$ cat src/rtl/sc_uart_pkg.sv
package sc_uart_pkg;
    localparam int DATA_W     = 8;
    localparam int FRAME_BITS = DATA_W + 3;
    localparam int OVS        = 16;
    localparam int OVS_W      = $clog2(OVS);
    localparam int IDX_W      = $clog2(FRAME_BITS);

    typedef enum logic [1:0] {
        SRC_UNDIV = 2'd0,
        SRC_DIV8  = 2'd1,
        SRC_PRESC = 2'd2,
        SRC_SPARE = 2'd3
    } clk_src_e;

    typedef enum logic [2:0] {
        RX_IDLE,
        RX_START,
        RX_BITS,
        RX_STOP,
        RX_GUARD,
        RX_ERR
    } rx_state_e;

    // Map a byte to wire order and levels, or back; the mapping is its own inverse.
    function automatic logic [DATA_W-1:0] conv_map(input logic [DATA_W-1:0] v, input logic inv);
        logic [DATA_W-1:0] r;
        for (int i = 0; i < DATA_W; i++) begin
            r[i] = inv ? ~v[DATA_W-1-i] : v[i];
        end
        return r;
    endfunction

    // Parity level for wire bits: even total in direct, odd total in inverse.
    function automatic logic par_of(input logic [DATA_W-1:0] wire_bits, input logic inv);
        return (^wire_bits) ^ inv;
    endfunction
endpackage

$ cat src/rtl/sc_uart_baud.sv
module sc_uart_baud
    import sc_uart_pkg::*;
#(
    parameter int DIV_W = 8,
    parameter int PRE_W = 4,
    parameter int DIV8  = 8
) (
    input  logic             clk,
    input  logic             rst,
    input  logic             restart,
    input  clk_src_e         src_sel,
    input  logic [PRE_W-1:0] pre_n,
    input  logic [DIV_W-1:0] div_m,
    output logic             tick
);
    localparam int PCNT_W = PRE_W + 1;
    localparam int D8_W   = $clog2(DIV8);

    logic [PCNT_W-1:0] pcnt;
    logic [PCNT_W-1:0] pre_lim;
    logic [D8_W-1:0]   c8;
    logic [DIV_W-1:0]  dcnt;
    logic              pre_hit;
    logic              src_en;

    assign pre_lim = {pre_n, 1'b0} - PCNT_W'(1);
    assign pre_hit = (pre_n == '0) || (pcnt == pre_lim);

    always_comb begin
        case (src_sel)
            SRC_DIV8:  src_en = (c8 == D8_W'(DIV8 - 1));
            SRC_PRESC: src_en = pre_hit;
            default:   src_en = 1'b1;
        endcase
    end

    assign tick = src_en && (dcnt == div_m) && !restart;

    always_ff @(posedge clk) begin
        if (rst || restart) begin
            pcnt <= '0;
            c8   <= '0;
            dcnt <= '0;
        end else begin
            c8   <= (c8 == D8_W'(DIV8 - 1)) ? '0 : c8 + D8_W'(1);
            pcnt <= pre_hit ? '0 : pcnt + PCNT_W'(1);
            if (src_en) begin
                dcnt <= (dcnt == div_m) ? '0 : dcnt + DIV_W'(1);
            end
        end
    end
endmodule

$ cat src/rtl/sc_uart_tx.sv
module sc_uart_tx
    import sc_uart_pkg::*;
(
    input  logic              clk,
    input  logic              rst,
    input  logic              tick,
    input  logic              inv,
    input  logic              en,
    input  logic              wr,
    input  logic [DATA_W-1:0] data,
    input  logic              rx_idle,
    output logic              start,
    output logic              busy,
    output logic              pull,
    output logic              done
);
    logic [FRAME_BITS-1:0] shreg;
    logic [OVS_W-1:0]      sub;
    logic [IDX_W-1:0]      idx;
    logic [DATA_W-1:0]     wbits;

    assign wbits = conv_map(data, inv);
    assign start = wr && en && !busy && rx_idle;
    assign pull  = busy && !shreg[0];

    always_ff @(posedge clk) begin
        if (rst) begin
            busy  <= 1'b0;
            done  <= 1'b0;
            shreg <= '1;
            sub   <= '0;
            idx   <= '0;
        end else begin
            done <= 1'b0;
            if (start) begin
                busy  <= 1'b1;
                shreg <= {1'b1, par_of(wbits, inv), wbits, 1'b0};
                sub   <= '0;
                idx   <= '0;
            end else if (busy && tick) begin
                if (sub == OVS_W'(OVS - 1)) begin
                    sub <= '0;
                    if (idx == IDX_W'(FRAME_BITS - 1)) begin
                        busy  <= 1'b0;
                        done  <= 1'b1;
                        shreg <= '1;
                    end else begin
                        idx   <= idx + IDX_W'(1);
                        shreg <= {1'b1, shreg[FRAME_BITS-1:1]};
                    end
                end else begin
                    sub <= sub + OVS_W'(1);
                end
            end
        end
    end


    tx_start_low_chk: assert property (@(posedge clk) disable iff (rst) $rose(busy) |-> pull);

    tx_done_pulse_chk: assert property (@(posedge clk) disable iff (rst) done |=> !done);

    tx_done_idle_chk: assert property (@(posedge clk) disable iff (rst) done |-> !busy);
endmodule

$ cat src/rtl/sc_uart_rx.sv
module sc_uart_rx
    import sc_uart_pkg::*;
(
    input  logic              clk,
    input  logic              rst,
    input  logic              tick,
    input  logic              inv,
    input  logic              en,
    input  logic              err_en,
    input  logic              line_in,
    input  logic              tx_busy,
    input  logic              tx_start,
    output logic              start,
    output logic              idle,
    output logic [DATA_W-1:0] data,
    output logic              done,
    output logic              perr,
    output logic              err_pull
);
    rx_state_e        state;
    logic [1:0]       sync;
    logic             rxs;
    logic             rxs_q;
    logic [OVS_W-1:0] sub;
    logic [IDX_W-1:0] idx;
    logic [DATA_W:0]  shreg;
    logic             mid;
    logic             last;
    logic             bad;

    assign rxs      = sync[1];
    assign idle     = (state == RX_IDLE);
    assign err_pull = (state == RX_ERR);
    assign start    = idle && en && !tx_busy && !tx_start && !rxs && rxs_q;
    assign mid      = tick && (sub == OVS_W'(OVS / 2 - 1));
    assign last     = tick && (sub == OVS_W'(OVS - 1));
    assign bad      = shreg[DATA_W] != par_of(shreg[DATA_W-1:0], inv);

    always_ff @(posedge clk) begin
        if (rst) begin
            sync  <= '1;
            rxs_q <= 1'b1;
        end else begin
            sync  <= {sync[0], line_in};
            rxs_q <= rxs;
        end
    end

    always_ff @(posedge clk) begin
        if (rst) begin
            state <= RX_IDLE;
            sub   <= '0;
            idx   <= '0;
            shreg <= '0;
            data  <= '0;
            done  <= 1'b0;
            perr  <= 1'b0;
        end else begin
            done <= 1'b0;
            perr <= 1'b0;
            if (state != RX_IDLE && tick) begin
                sub <= sub + OVS_W'(1);
            end
            case (state)
                RX_IDLE: begin
                    if (start) begin
                        state <= RX_START;
                        sub   <= '0;
                    end
                end
                RX_START: begin
                    if (mid && rxs) begin
                        state <= RX_IDLE;
                    end else if (last) begin
                        state <= RX_BITS;
                        idx   <= '0;
                    end
                end
                RX_BITS: begin
                    if (mid) begin
                        shreg <= {rxs, shreg[DATA_W:1]};
                    end
                    if (last) begin
                        if (idx == IDX_W'(DATA_W)) begin
                            state <= RX_STOP;
                        end else begin
                            idx <= idx + IDX_W'(1);
                        end
                    end
                end
                RX_STOP: begin
                    if (mid) begin
                        done  <= 1'b1;
                        perr  <= bad;
                        data  <= conv_map(shreg[DATA_W-1:0], inv);
                        state <= (bad && err_en) ? RX_GUARD : RX_IDLE;
                    end
                end
                RX_GUARD: begin
                    if (last) begin
                        state <= RX_ERR;
                    end
                end
                RX_ERR: begin
                    if (last) begin
                        state <= RX_IDLE;
                    end
                end
                default: state <= RX_IDLE;
            endcase
        end
    end


    rx_perr_with_done_chk: assert property (@(posedge clk) disable iff (rst) perr |-> done);

    half_duplex_chk: assert property (@(posedge clk) disable iff (rst) tx_busy |-> idle);

    good_parity_no_err_chk: assert property (@(posedge clk) disable iff (rst) (done && !perr) |-> idle);
endmodule

$ cat src/rtl/sc_uart.sv
module sc_uart
    import sc_uart_pkg::*;
#(
    parameter int DIV_W = 8,
    parameter int PRE_W = 4
) (
    input  logic              clk,
    input  logic              rst,
    input  logic [1:0]        clk_src,
    input  logic [PRE_W-1:0]  pre_n,
    input  logic [DIV_W-1:0]  div_m,
    input  logic              inverse,
    input  logic              tx_en,
    input  logic              rx_en,
    input  logic              err_sig_en,
    input  logic              tx_wr,
    input  logic [DATA_W-1:0] tx_data,
    output logic              tx_done,
    output logic [DATA_W-1:0] rx_data,
    output logic              rx_done,
    output logic              rx_perr,
    input  logic              line_in,
    output logic              line_pull
);
    logic tick;
    logic tx_start;
    logic rx_start;
    logic tx_busy;
    logic tx_pull;
    logic rx_idle;
    logic err_pull;

    sc_uart_baud #(.DIV_W(DIV_W), .PRE_W(PRE_W), .DIV8(8)) u_baud (
        .clk     (clk),
        .rst     (rst),
        .restart (tx_start || rx_start),
        .src_sel (clk_src_e'(clk_src)),
        .pre_n   (pre_n),
        .div_m   (div_m),
        .tick    (tick)
    );

    sc_uart_tx u_tx (
        .clk     (clk),
        .rst     (rst),
        .tick    (tick),
        .inv     (inverse),
        .en      (tx_en),
        .wr      (tx_wr),
        .data    (tx_data),
        .rx_idle (rx_idle),
        .start   (tx_start),
        .busy    (tx_busy),
        .pull    (tx_pull),
        .done    (tx_done)
    );

    sc_uart_rx u_rx (
        .clk      (clk),
        .rst      (rst),
        .tick     (tick),
        .inv      (inverse),
        .en       (rx_en),
        .err_en   (err_sig_en),
        .line_in  (line_in),
        .tx_busy  (tx_busy),
        .tx_start (tx_start),
        .start    (rx_start),
        .idle     (rx_idle),
        .data     (rx_data),
        .done     (rx_done),
        .perr     (rx_perr),
        .err_pull (err_pull)
    );

    assign line_pull = tx_pull || err_pull;


    pull_source_chk: assert property (@(posedge clk) disable iff (rst) !(tx_pull && err_pull));
endmodule

$ cat config.mk
export PLATFORM = sky130hd
export DESIGN_NAME = sc_uart
export DESIGN_NICKNAME = d
export VERILOG_FILES = /design/src/rtl/sc_uart_pkg.sv /design/src/rtl/sc_uart_baud.sv /design/src/rtl/sc_uart_tx.sv /design/src/rtl/sc_uart_rx.sv /design/src/rtl/sc_uart.sv
export SDC_FILE = /design/constraint.sdc
export NUM_CORES = 1
export LEC_CHECK = 0
export BUFFER_PORTS_ARGS = -buffer_cell sky130_fd_sc_hd__buf_2
export CORE_MARGIN = 1
export CORE_UTILIZATION = 25
export CTS_CLUSTER_DIAMETER = 60
export CTS_CLUSTER_SIZE = 20
export DETAILED_ROUTE_END_ITERATION = 10
export GPL_TIMING_DRIVEN = 0
export SYNTH_ARGS = -nofsm -noshare
export SYNTH_HDL_FRONTEND = slang
export SYNTH_SLANG_ARGS = --single-unit
$ cat constraint.sdc
create_clock -name clk -period 2.95 [get_ports clk]
set_clock_uncertainty 0.15 [all_clocks]
set_input_delay 0.4425 -clock clk [delete_from_list [all_inputs] [get_ports clk]]
set_output_delay 0.4425 -clock clk [all_outputs]
set_load 0.1 [all_outputs]
# Word-level counts from Yosys, hierarchy flattened
# Index checks and enable logic that the tools add are counted.
# totals
regBits	70
input_bits	30
out_inout_bits	12
elab_cells	171
# classes
addsub	8
eq_ne	26
muxes	47
bitwise	23
reduce_logical	49
# ops
op	count
10-bit two-way mux	4
4-bit two-way mux	8
3-bit two-way mux	9
1-bit two-way mux	22
1-bit inverter	21
3-bit one-hot mux with 6 select lines	1
1-bit logical AND	17
4-bit by 1-bit adder with 4-bit output, second input constant	4
4-bit equality test, second input constant	4
8-bit XOR reduction	2
2-bit by 1-bit != test with 1-bit output, second input constant	6
3-bit equality test, second input constant	3
8-bit by 1-bit adder with 8-bit output, second input constant	1
8-bit equality test	1
8-bit two-way mux	1
4-bit one-hot mux with 2 select lines	1
2-bit AND reduction	4
2-bit nonzero test	4
2-bit OR reduction	4
7-bit AND reduction	1
3-bit by 2-bit equality test with 1-bit output, second input constant	2
2-bit != test, second input constant	3
3-bit AND reduction	2
5-bit by 1-bit adder with 5-bit output, second input constant	1
other kinds (19)	27

# Depth between registers and ports, before layout
# depth
word_depth	14
mapped_depth	11

# Cells and area by module
# Synthesis repeated with hierarchy kept, for this count alone.
# hier_totals
hier_cells	430
area_unflattened_um2	3759.9
# by_module_without_submodules
module	instances	cells_each	area_each_um2	seq_area_each_um2
sc_uart_rx	1	191	1662.8	660.6
sc_uart_tx	1	133	1101.1	400.4
sc_uart_baud	1	104	983.4	320.3
sc_uart	1	2	12.5	0.0

# Worst setup path before layout
# Ideal clock, no wire load.
# synth_timing
kind	register to output
start	register u_tx.busy
end	output port line_pull
arrival_time_ps	2591
required_ps	2358
slack_ps	-234
stages_incl_launch_ff	4
n_path_buf	1
path_cell_list	dfxtp_1 > buf_2 > inv_1 > o21ai_0
# synth_via
elab_chain_len	2
# synth_lines
element	line_no	text
from (decl)	sc_uart_tx.sv:13	output logic busy,
from (signal assigned)	sc_uart_tx.sv:28	busy <= 1'b0;
from (signal assigned)	sc_uart_tx.sv:36	busy <= 1'b1;
from (signal assigned)	sc_uart_tx.sv:44	busy <= 1'b0;
1-bit logical AND	sc_uart_tx.sv:24	assign pull = busy && !shreg[0];
1-bit logical OR	sc_uart.sv:76	assign line_pull = tx_pull || err_pull;
to (decl)	sc_uart.sv:23	output logic line_pull
# Every way passes these cells.

# Final worst setup path
# layout_timing
start	input port pre_n[0]
end	register u_rx.shreg[1]
# layout_via
elab_chain_len	8
elab_cells_between_ends	9
# layout_lines
element	line_no	text
from (decl)	sc_uart.sv:10	input logic [PRE_W-1:0] pre_n,
5-bit by 1-bit subtractor with 5-bit output	sc_uart_baud.sv:26	assign pre_lim = {pre_n, 1'b0} - PCNT_W'(1);
5-bit equality test	sc_uart_baud.sv:27	assign pre_hit = (pre_n == '0) || (pcnt == pre_lim);
1-bit logical OR (*)	sc_uart_baud.sv:27	
1-bit one-hot mux with 2 select lines (*)	sc_uart_baud.sv:30	case (src_sel)
1-bit logical AND (*) (2 in a row)	sc_uart_baud.sv:37	assign tick = src_en && (dcnt == div_m) && !restart;
1-bit logical AND (*)	sc_uart_rx.sv:35	assign mid = tick && (sub == OVS_W'(OVS / 2 - 1));
2-bit AND reduction (no line) (*)	-	
to (signal assigned)	sc_uart_rx.sv:81	shreg <= {rxs, shreg[DATA_W:1]};
to (decl)	sc_uart_rx.sv:26	logic [DATA_W:0] shreg;
# Every way passes the cells marked *; elsewhere a longest branch is shown, timed or not.
# A chain may end at the register's enable or synchronous reset.

==> impl_metrics.yaml <==
setup_path:
  critical-path-slowest-cell: "clkbuf_1"
  max_stage_delay_ps: 390
  crit_required_ps: 3000
  start_kind: "input port"
  worstSetupEndpointType: "flip-flop"
  crit_family: "buffers and inverters"
  cp_max_fo: 10
  path_buf_inv: 5
  arrival_ps: 2740
  path_class: "in2reg"
  crit_chain: "buf_2, inv_1, ha_1, nor3b_2, a221o_1, buf_1, clkbuf_1, o2111a_1, buf_4, mux2i_1, nor2_1"
layout:
  nets: 528
  final_util_pct: 30.69
  stdcell_count: 673
  area_growth_pct: 19.54
  drive_above_1_share_pct: 14.93
  diodes: 0
synth:
  ys_seq_area_share_pct: 36.87
  synth_area_sq_mm: 0.003746
  synth.top_cell.area_share_pct: 36.87
  synthCells: 433
  syn_avg_cell_area_sq_um: 8.651
  postSynth.topFlopCell: "dfxtp_1"
  synth_cell_types: 50
  synthTopCellsByCount: "69 x dfxtp_1, 49 x nor2_1, 29 x xnor2_1"
  async_flop_share_pct: 0
  ys_ff_latch: 69
  synth_warnings: 0
  syn_nets: 477
  post-synth-top-count-cell: "dfxtp_1"
  synth_top_area_cell: "dfxtp_1"
  synth-edff-count: 0
  synth_area_leaders: "dfxtp_1 37%, xnor2_1 6.8%, mux2i_1 5.9%, nor2_1 4.9%, ha_1 4.7%"
cts:
  cts.sink_count: 69
  postCtsSetupRepairBufs: 0
  cts_tree: "done"
  cts_buffers: 9
  cts.clk_slew.worst_paths_ps: 60
  clock_latency_ps: 330
  htreeDepth: 3
  cts.repair.resized: 0
  cts_hold_buf: 0
  cts_root_buffer: "clkbuf_16"
  cts.path.max_buffers: 2
routing:
  drt_iter0_drc: 167
  ant_nets: 0
  drt_first_pass_iters: 4
  drt-vias-per-instance: 4.730
  wl_mm: 8.572
  drc: 0
  post_drt_wl_per_cell_um: 12.74
  num_vias: 3183
pwr:
  pwr_density_cell_mw_per_mm2: 552.8
  leakagePower_uw: 0.001776
  max-vdd-ir-drop_uv: 299.9
grt:
  track_usage_pct: 11.62
  grt_pass1_vias: 3126
  antenna_found_initial: 0
  grt_overflow: 0
  grt_first_pass_wirelength_mm: 14.82
  grt_max_degree: 13
sta:
  final_max_slew_viol_count: 0
  setup_violations: 0
  tightest_slew_ps: 545.0
  fin_setup_tns_ps: 0
  period_share_pct: 91.20
  hold_violations: 0
  whs_ps: 155.3
  rsz0062_at_grt: "no"
  finalCriticalPeriod_ps: 2690
  slew_headroom_pct: 63.67
  fmax_mhz: 371.7
  final.setup.worst_slack_ps: 259.6
placed_design:
  place_hpwl_mm: 6.388
  detailedPlace.worstSlack_ps: -63.07
  numPortBuffers: 40
  gp_congestion: 0.7882
  dp.cells: 657
min_path:
  hold_path.class: "in2reg"
floorplanning:
  core_area_sq_mm: 0.01459
  num_rows: 44
  io_pins: 42
  die_area_sq_mm: 0.01548
  initial_utilization_pct: 25.68
  die_w_um: 124.4
  die-height_um: 124.4
flow_run:
  max_cap_viol_count: 0
outcome:
  status: "complete, no violations"
==> worst reg2reg max path: stages, from the launching register on <==
cell and delay [ps]:
dfxtp_1 330, ha_1 150, ha_1 230, a221o_1 200, buf_1 340, clkbuf_1 390
o2111a_1 260, buf_4 210, mux2i_1 210, nor2_1 60
==> placed cells by master (no fill, tap or decap), drive strengths merged, types with 4 or more instances in the layout <==
master,Yosys,final
dfxtp,69,69
buf,13,53
nor2,49,49
xnor2,29,29
a21oi,25,25
nand2,22,22
mux2i,22,22
clkbuf,12,22
o21ai,17,17
inv,16,16
nor3,16,16
ha,14,14
nand3,13,13
xor2,12,12
or3,10,10
o21bai,9,9
o2111ai,8,8
and2,6,6
nand4,5,5
o31ai,5,5
a211o,5,5
o32ai,5,5
clkinv,0,5
and3,4,4
o211ai,4,4
or2,4,4
==> worst paths after layout <==
check | from | cells past startpoint | slack (ps) | endpoint
worst max register to register | u_baud.c8[0] | 9 | 280 | u_rx.shreg[1]
worst min register to register | u_rx.sync[0] | 1 | 250 | u_rx.sync[1]
worst max-delay path | pre_n[0] | 11 | 260 | u_rx.shreg[1]
worst min-delay path | line_in | 2 | 160 | u_rx.sync[0]
==> state kept, by name, summed over array words and instances, names as in the netlist <==
name         cells
u_baud.pcnt      5
u_rx.rxs_q       1
u_rx.sync        2
u_baud.dcnt      8
u_tx.idx         4
u_rx.data        8
u_rx.done        1
u_tx.done        1
u_rx.sub         4
u_rx.idx         4
u_rx.perr        1
u_rx.state       3
u_tx.sub         4
u_baud.c8        3
u_tx.busy        1
u_tx.shreg      10
u_rx.shreg       9
==> per-stage QoR <==
stage          instance area [sq um]  total power [uW]
6_report                        4478              2476
5_1_grt                         4478              2596
4_1_cts                         4478              2498
3_5_place_dp                    4177              1410
3_3_place_gp                    4177              1401
2_1_floorplan                   3746              1312
==> per-layer routing <==
metal	GRT usage (%)	routed length [um]	share of wire [%]	up-vias
met5	0	0	0	-
met4	3.685	82	0.96	0
met1	15.10	4282	50	1478
li1	-	-	-	1639
met2	18.59	3885	45	58
met3	3.136	321	3.7	8
==> report_power, final <==
group	total (uW)	internal, uW	switching (uW)
clock network	1080	675	407
registers	1010	974	31.7
logic	388	162	226
==> cells by family after synthesis <==
kind of cell / Yosys count / share of synthesized area (%)
compound gates: 94 / 17.30
simple gates: 150 / 20.07
buf+inv: 41 / 4.609
flops: 69 / 36.87
fa+ha+maj: 14 / 4.676
xor+xnor: 42 / 10.19
mux: 23 / 6.279
==> cell type report <==
| class | instances | area [sq um] |
|---|---|---|
| Fill cell | 1539 | 10110 |
| Multi-Input combinational cell | 323 | 2192 |
| Sequential cell | 69 | 1381 |
| Clock buffer | 10 | 239.0 |
| Tap cell | 184 | 230.2 |
| Timing Repair Buffer | 40 | 200.2 |
| Buffer | 25 | 112.6 |
| Clock inverter | 6 | 62.56 |
| Inverter | 16 | 60.06 |
(Power assumes the default switching activity.)
